--- config.mk ---
export PLATFORM = sky130hd
export DESIGN_NAME = nand_ecc_fixer
export DESIGN_NICKNAME = d
export VERILOG_FILES = /design/src/rtl/ecc_pkg.sv /design/src/rtl/ecc_code_pack.sv /design/src/rtl/ecc_syndrome_classify.sv /design/src/rtl/nand_ecc_fixer.sv
export SDC_FILE = /design/constraint.sdc
export NUM_CORES = 1
export LEC_CHECK = 0
export BUFFER_PORTS_ARGS = -buffer_cell sky130_fd_sc_hd__buf_2
export CAP_MARGIN = 5
export CORE_UTILIZATION = 31
export DETAILED_ROUTE_END_ITERATION = 7
export MAX_ROUTING_LAYER = met4
export PLACE_DENSITY = 0.77
export SYNTH_ARGS = -nofsm -noshare
export SYNTH_HDL_FRONTEND = slang
export SYNTH_SLANG_ARGS = --single-unit
export TNS_END_PERCENT = 30
--- constraint.sdc ---
create_clock -name clk_i -period 1.3 [get_ports clk_i]
set_input_delay 0 -clock clk_i [delete_from_list [all_inputs] [get_ports clk_i]]
set_output_delay 0 -clock clk_i [all_outputs]
set_load 0.01 [all_outputs]
--- src/rtl/ecc_pkg.sv ---
package ecc_pkg;
  localparam int RAW_W  = 32;
  localparam int HALF_W = 12;
  localparam int CODE_W = 2 * HALF_W;
  localparam int BIT_W  = 3;
  localparam int MASK_W = 1 << BIT_W;
  localparam int OFF_W  = CODE_W - HALF_W - BIT_W;
  localparam int SIZE_W = OFF_W + 1;
  localparam int HI_LSB = 16;

  typedef enum logic [1:0] {
    ST_CLEAN = 2'd0,
    ST_DATA  = 2'd1,
    ST_CODE  = 2'd2,
    ST_FAIL  = 2'd3
  } ecc_status_e;
endpackage

--- src/rtl/ecc_code_pack.sv ---
module ecc_code_pack
  import ecc_pkg::*;
(
  input  logic [RAW_W-1:0]  raw_i,
  output logic [CODE_W-1:0] code_o
);
  // drop reserved nibbles above each 12-bit field, invert so erased reads match
  assign code_o = ~{raw_i[HI_LSB +: HALF_W], raw_i[HALF_W-1:0]};
endmodule

--- src/rtl/ecc_syndrome_classify.sv ---
module ecc_syndrome_classify
  import ecc_pkg::*;
(
  input  logic [CODE_W-1:0] syn_i,
  input  logic [SIZE_W-1:0] sector_i,
  output ecc_status_e       status_o,
  output logic [OFF_W-1:0]  offset_o,
  output logic [MASK_W-1:0] mask_o
);
  logic              compl_halves;
  logic              single_bit;
  logic [OFF_W-1:0]  off;
  logic [BIT_W-1:0]  bit_idx;

  assign compl_halves = &(syn_i[HALF_W-1:0] ^ syn_i[CODE_W-1:HALF_W]);
  assign single_bit   = ((syn_i & (syn_i - 1'b1)) == '0);
  assign off          = syn_i[CODE_W-1 -: OFF_W];
  assign bit_idx      = syn_i[HALF_W +: BIT_W];

  always_comb begin
    status_o = ST_CLEAN;
    offset_o = '0;
    mask_o   = '0;
    if (syn_i == '0) begin
      status_o = ST_CLEAN;
    end else if (compl_halves) begin
      if (SIZE_W'(off) < sector_i) begin
        status_o = ST_DATA;
        offset_o = off;
        mask_o   = MASK_W'(1) << bit_idx;
      end else begin
        status_o = ST_FAIL;
      end
    end else if (single_bit) begin
      status_o = ST_CODE;
    end else begin
      status_o = ST_FAIL;
    end
  end
endmodule

--- src/rtl/nand_ecc_fixer.sv ---
module nand_ecc_fixer
  import ecc_pkg::*;
(
  input  logic              clk_i,
  input  logic              rst_ni,
  input  logic [RAW_W-1:0]  raw_parity_i,
  output logic [CODE_W-1:0] packed_code_o,
  input  logic              req_valid_i,
  output logic              req_ready_o,
  input  logic [CODE_W-1:0] stored_code_i,
  input  logic [CODE_W-1:0] calc_code_i,
  input  logic [SIZE_W-1:0] sector_bytes_i,
  output logic              res_valid_o,
  output logic [1:0]        res_status_o,
  output logic [OFF_W-1:0]  res_offset_o,
  output logic [MASK_W-1:0] res_mask_o
);
  ecc_status_e       cls_status;
  logic [OFF_W-1:0]  cls_offset;
  logic [MASK_W-1:0] cls_mask;
  logic [CODE_W-1:0] syndrome;

  assign req_ready_o = 1'b1;
  assign syndrome    = stored_code_i ^ calc_code_i;

  ecc_code_pack u_pack (
    .raw_i  (raw_parity_i),
    .code_o (packed_code_o)
  );

  ecc_syndrome_classify u_cls (
    .syn_i    (syndrome),
    .sector_i (sector_bytes_i),
    .status_o (cls_status),
    .offset_o (cls_offset),
    .mask_o   (cls_mask)
  );

  always_ff @(posedge clk_i or negedge rst_ni) begin
    if (!rst_ni) begin
      res_valid_o  <= 1'b0;
      res_status_o <= ST_CLEAN;
      res_offset_o <= '0;
      res_mask_o   <= '0;
    end else begin
      res_valid_o <= req_valid_i;
      if (req_valid_i) begin
        res_status_o <= cls_status;
        res_offset_o <= cls_offset;
        res_mask_o   <= cls_mask;
      end
    end
  end

  a_r8_one_cycle: assert property (@(posedge clk_i) disable iff (!rst_ni)
    req_valid_i |=> res_valid_o);

  a_r8_hold: assert property (@(posedge clk_i) disable iff (!rst_ni)
    !req_valid_i |=> (!res_valid_o && $stable(res_status_o) && $stable(res_mask_o)));

  a_r3_clean: assert property (@(posedge clk_i) disable iff (!rst_ni)
    (req_valid_i && stored_code_i == calc_code_i) |=>
      (res_status_o == ST_CLEAN && res_mask_o == '0));

  a_r4_mask_onehot: assert property (@(posedge clk_i) disable iff (!rst_ni)
    (res_valid_o && res_status_o == ST_DATA) |-> ($countones(res_mask_o) == 1));

  a_r5_in_bounds: assert property (@(posedge clk_i) disable iff (!rst_ni)
    req_valid_i |=> (res_status_o != ST_DATA ||
                     SIZE_W'(res_offset_o) < $past(sector_bytes_i)));

  a_r6_code_only: assert property (@(posedge clk_i) disable iff (!rst_ni)
    (req_valid_i && $countones(stored_code_i ^ calc_code_i) == 1) |=>
      (res_status_o == ST_CODE && res_mask_o == '0));
endmodule

Word level (Yosys, flattened, before mapping)
Cells that the tools add are included.
{"block": "word_totals", "ff_bits": 20, "in_bits": 93, "word_cells": 24, "out_inout_bits": 45}
{"block": "op_classes", "magnitude_cmp": 1, "bitwise": 4, "shift": 1, "reduce_logical": 3, "mux": 10, "add_sub_neg": 1}
{"operator": "logical NOT 24 bit", "count": 2}
{"operator": "2-to-1 mux 9 bit", "count": 3}
{"operator": "AND 24 bit", "count": 1}
{"operator": "2-to-1 mux 8 bit", "count": 3}
{"operator": "inverter 24 bit", "count": 1}
{"operator": "subtractor 24 x 1 -> 24 bit (second input constant)", "count": 1}
{"operator": "XOR 24 bit", "count": 1}
{"operator": "AND reduction 12 bit", "count": 1}
{"operator": "XOR 12 bit", "count": 1}
{"operator": "< comparator 9 x 10 -> 1 bit", "count": 1}
{"operator": "<< shifter 1 x 3 -> 8 bit (first input constant)", "count": 1}
{"operator": "2-to-1 mux 2 bit", "count": 3}
{"operator": "2-to-1 mux 1 bit", "count": 1}

Logic depth before layout (Yosys ltp)
{"block": "depth", "word_depth": 7, "mapped_depth": 8, "depth_no_buf": 8}

Modules after synthesis
Synthesis repeated with hierarchy kept, for this count alone.
{"block": "hier_totals", "cells_unflattened": 200, "area_unflattened_um2": 1893.1}
{"mod": "nand_ecc_fixer", "area_each_um2": 1004.7, "seq_area_each_um2": 500.5, "cells_per_inst": 67, "instances": 1}
{"mod": "ecc_syndrome_classify", "area_each_um2": 798.3, "seq_area_each_um2": 0.0, "cells_per_inst": 109, "instances": 1}
{"mod": "ecc_code_pack", "area_each_um2": 90.1, "seq_area_each_um2": 0.0, "cells_per_inst": 24, "instances": 1}

Worst setup path after synthesis
OpenSTA, ideal clock, no wires.
{"block": "synth_timing", "path_kind": "input to register", "from": "input calc_code_i[17]", "to": "register res_mask_o[6]", "setup_ps": 95, "path_slack_ps": -642, "path_stages": 8, "t_required_ps": 1205, "n_path_buf": 0, "arrival_ps": 1846, "cell_sequence": "xnor2_1 > inv_1 > ha_1 > a2111oi_0 > o21ai_0 > a211oi_4 > nand2_4 > o31ai_1"}
{"block": "synth_between", "elab_chain_len": 5, "elab_cells_between_ends": 8, "classes_between": "order compare (1); mux (3); bitwise (2); reduce/logical (2)"}
{"element": "start, declared", "line_no": "nand_ecc_fixer.sv:11", "source": "input logic [CODE_W-1:0] calc_code_i,"}
{"element": "XOR 24 bit *", "line_no": "nand_ecc_fixer.sv:24", "source": "assign syndrome = stored_code_i ^ calc_code_i;"}
{"element": "< comparator 9 x 10 -> 1 bit / XOR 12 bit (equally long branches)", "line_no": "ecc_syndrome_classify.sv:27, ecc_syndrome_classify.sv:15"}
{"element": "2-to-1 mux 8 bit / AND reduction 12 bit (equally long branches)", "line_no": "ecc_syndrome_classify.sv:27, ecc_syndrome_classify.sv:15"}
{"element": "2-to-1 mux 8 bit", "line_no": "ecc_syndrome_classify.sv:26", "source": "end else if (compl_halves) begin"}
{"element": "2-to-1 mux 8 bit *", "line_no": "ecc_syndrome_classify.sv:24", "source": "if (syn_i == '0) begin"}
{"element": "end signal, assigned", "line_no": "nand_ecc_fixer.sv:50", "source": "res_mask_o <= cls_mask;"}
{"element": "end, declared", "line_no": "nand_ecc_fixer.sv:16", "source": "output logic [MASK_W-1:0] res_mask_o"}
Mark *: on every way between the ends. The rest lies on a longest branch, timed or not.
A chain may end at the register's enable or synchronous reset.

Worst setup path in the final report
{"block": "layout_timing", "from": "input calc_code_i[17]", "to": "register res_mask_o[3]"}
Same word-level chain as after synthesis.

==> results.yml <==
power:
  switchingPower_uw: 825
  comb_power_share: 0.552
  peakVddDrop_v: 0.000295
  pwr-share-clk: 0.174
  p_per_area_nw_per_um2: 631
  internal_power_mw: 1.48
  sw_frac_of_total: 0.358
  leakage_nw: 1.80
  seqPwrFrac: 0.274
synthesis:
  seq_area_frac_synth: 0.272
  synth_most_common_cell: "inv_1"
  yosysWarnings: 0
  synthTopCellsByArea: "dfrtp_1, inv_1, xnor2_1"
  synth_cell_types: 35
  syn-num-nets: 335
  syn_inst: 234
  synth_top_cell_by_area: "dfrtp_1"
  synth-edff-count: 0
  ys_ff_latch: 20
  async_flop_share: 1.00
  synth_ff_type: "dfrtp_1"
  syn_avg_cell_area_um2: 7.85
  netlist.area_leader.share: 0.272
  ys_top_cells_by_count: "inv_1, dfrtp_1, xnor2_1, nand2_1, xor2_1"
  syn_area_um2: 1840
setup_path:
  crit_type: "input port to flip-flop"
  worstPathMaxFanout: 6
  start_kind: "input port"
  endpoint_kind: "flip-flop"
  cp_data_required_time_ns: 1.48
  r2r_slack_ns: -0.18
  rr_endpoint: "res_status_o[0]"
  worstRegToRegCells: 6
  cp_data_arrival_time_ns: 1.72
  reg2reg_from: "res_status_o[0]"
  critical_path.max_stage_delay_ns: 0.37
  cp_slowest_cell: "a2111oi_4"
  critical_path.cell_chain: "buf_8 > xnor2_4 > inv_2 > ha_2 > a2111oi_4 > o21ai_2 > a211oi_4 > nand2_4 > buf_6 > o22ai_4"
timing:
  clock_skew_ns: 0
  hold_viol: 0
  post-route-period-util: 1.18
  setup_viol: 19
  fin_ws_ns: -0.237
  whs_ns: 0.101
  slew_violations: 0
  min_period_ns: 1.54
  rsz0062_at_grt: "yes"
  clock.fmax_ghz: 0.651
cts:
  clockBufferDepth: 2
  cts_sinks: 20
  cts.htree.levels: 1
  clk_latency_ns: 0.25
  cts_buffers: 3
  clk_pin_slew_ns: 0.07
  cts_tree: "done"
  cts-root-buf: "clkbuf_8"
outcome:
  violations: "negative setup slack"
  status: "finished with violations"
worst_hold_path:
  min_from: "req_valid_i"
  hold_depth: 2
  hold_path.class: "input port to flip-flop"
  hold_end: "res_valid_o"
placed_design:
  gp_congestion: 0.881
  port_buffers: 128
  place_ws_ns: -0.641
  dp_hpwl_um: 4610
floorplan:
  die_w_um: 79.0
  dieHeight_um: 79.0
  initial_utilization: 0.328
  row_count: 27
  num_io_pins: 138
  coreArea_um2: 5610
  dieArea_um2: 6240
drt:
  final_antenna_net_count: 0
  drtPass1Iterations: 4
  wirelength_um: 6290
  vias: 2302
  wl_per_cell_um: 13.0
  drt_iter0_markers: 108
  viasPerCell: 4.76
  drc_errors: 0
cells_and_area:
  design.final.nets: 515
  multi_input_area_um2: 1710
  nFillCells: 463
  areaGrowthSynthToFinish_pct: 98.6
  drive_above_1_share: 0.607
  seqCellArea_um2: 500
  antenna_cells: 0
grt:
  grtUsageTotal: 0.195
  gr-total-overflow: 0
  grt_pass1_vias: 2195
  antenna_found_initial: 0
  grt_first_pass_wirelength_um: 9220
  grt_max_degree: 21
run:
  cap_violations: 0
## state kept, by name, summed over array words and instances, names as in the netlist
signal        count
res_mask_o        8
res_offset_o      9
res_status_o      2
res_valid_o       1
## area by class of cell
| cell class | count | share of cell area |
|---|---|---|
| inverter | 54 | 0.0556 |
| clock buffer | 3 | 0.0113 |
| multi-input combinational | 157 | 0.468 |
| timing repair buffer | 178 | 0.304 |
| sequential | 20 | 0.137 |
| tap | 72 | 0.0247 |
## power groups by stage
stage	Sequential [mW]	Combinational, mW	Clock [mW]
floorplan	0.646	0.461	0
global placement	0.643	0.895	0
detailed placement	0.642	0.922	0
CTS	0.631	1.08	0.404
global route	0.631	1.37	0.423
finish	0.630	1.27	0.401
## worst max-delay path by stage
stage                 endpoint              start  depth (start not counted)
5_1_grt        res_status_o[0]   stored_code_i[5]                          8
3_5_place_dp   res_offset_o[3]     calc_code_i[1]                          9
3_3_place_gp     res_mask_o[6]     calc_code_i[1]                          8
4_1_cts          res_mask_o[5]    calc_code_i[17]                         10
2_1_floorplan    res_mask_o[6]  stored_code_i[17]                          8
6_report         res_mask_o[3]    calc_code_i[17]                         10
## metrics by stage
step                      cells  utilization  setup TNS (ns)  power (mW)  cell area (um^2)
after floorplan             234            -           -6.08        1.11              1920
after global placement      469        0.521           -9.80        1.54              2920
after detailed placement    469        0.521          -11.03        1.56              2920
after CTS                   480        0.595           -3.23        2.11              3340
after global routing        484        0.650           -5.35        2.42              3650
final                       484        0.650           -3.51        2.30              3650
## layer usage
layer	global-route usage	wire length (um)	vias up	share of wire
met2	0.373	3250	127	0.52
met1	0.210	2420	1050	0.38
met5	-	0	-	0
li1	-	-	1110	-
met3	0.0172	469	15	0.075
met4	0.0600	154	0	0.024
## layout by cell type, fill, tap and decap left out, drive strengths merged, types with 10 or more instances in the layout
cell   instances
xor2          22
o22ai         10
xnor2         17
buf          177
o21ai         14
nand3         11
inv           54
dfrtp         20
nand2         17
nor4          10
## logic make-up after synthesis
logic type / after synthesis / share of synthesized area
adders and majority gates: 10 / 0.0654
DFF: 20 / 0.272
other: 1 / 0.00204
xor gates and xnor gates: 39 / 0.210
and+or+nand+nor: 65 / 0.187
buffers and inverters: 57 / 0.119
AOI/OAI and AO/OA: 42 / 0.144
## worst max-delay path, delay by kind of cell
| kind | cells | cell delay [ns] |
|---|---|---|
| AOI/OAI and AO/OA | 4 | 0.89 |
| xor gates and xnor gates | 1 | 0.18 |
| adders and majority gates | 1 | 0.19 |
| buffers and inverters | 3 | 0.32 |
| and+or+nand+nor | 1 | 0.14 |
## repair_timing
action / CTS / global route
endpoints found under the hold margin: 20 / 0
setup endpoints to repair: 19 / 19
setup buffers: 8 / 5
hold buffers: 1 / 0
pin swaps: 19 / 23
resized for setup: 58 / 43
No activity file was read; power rests on OpenSTA's default activity.
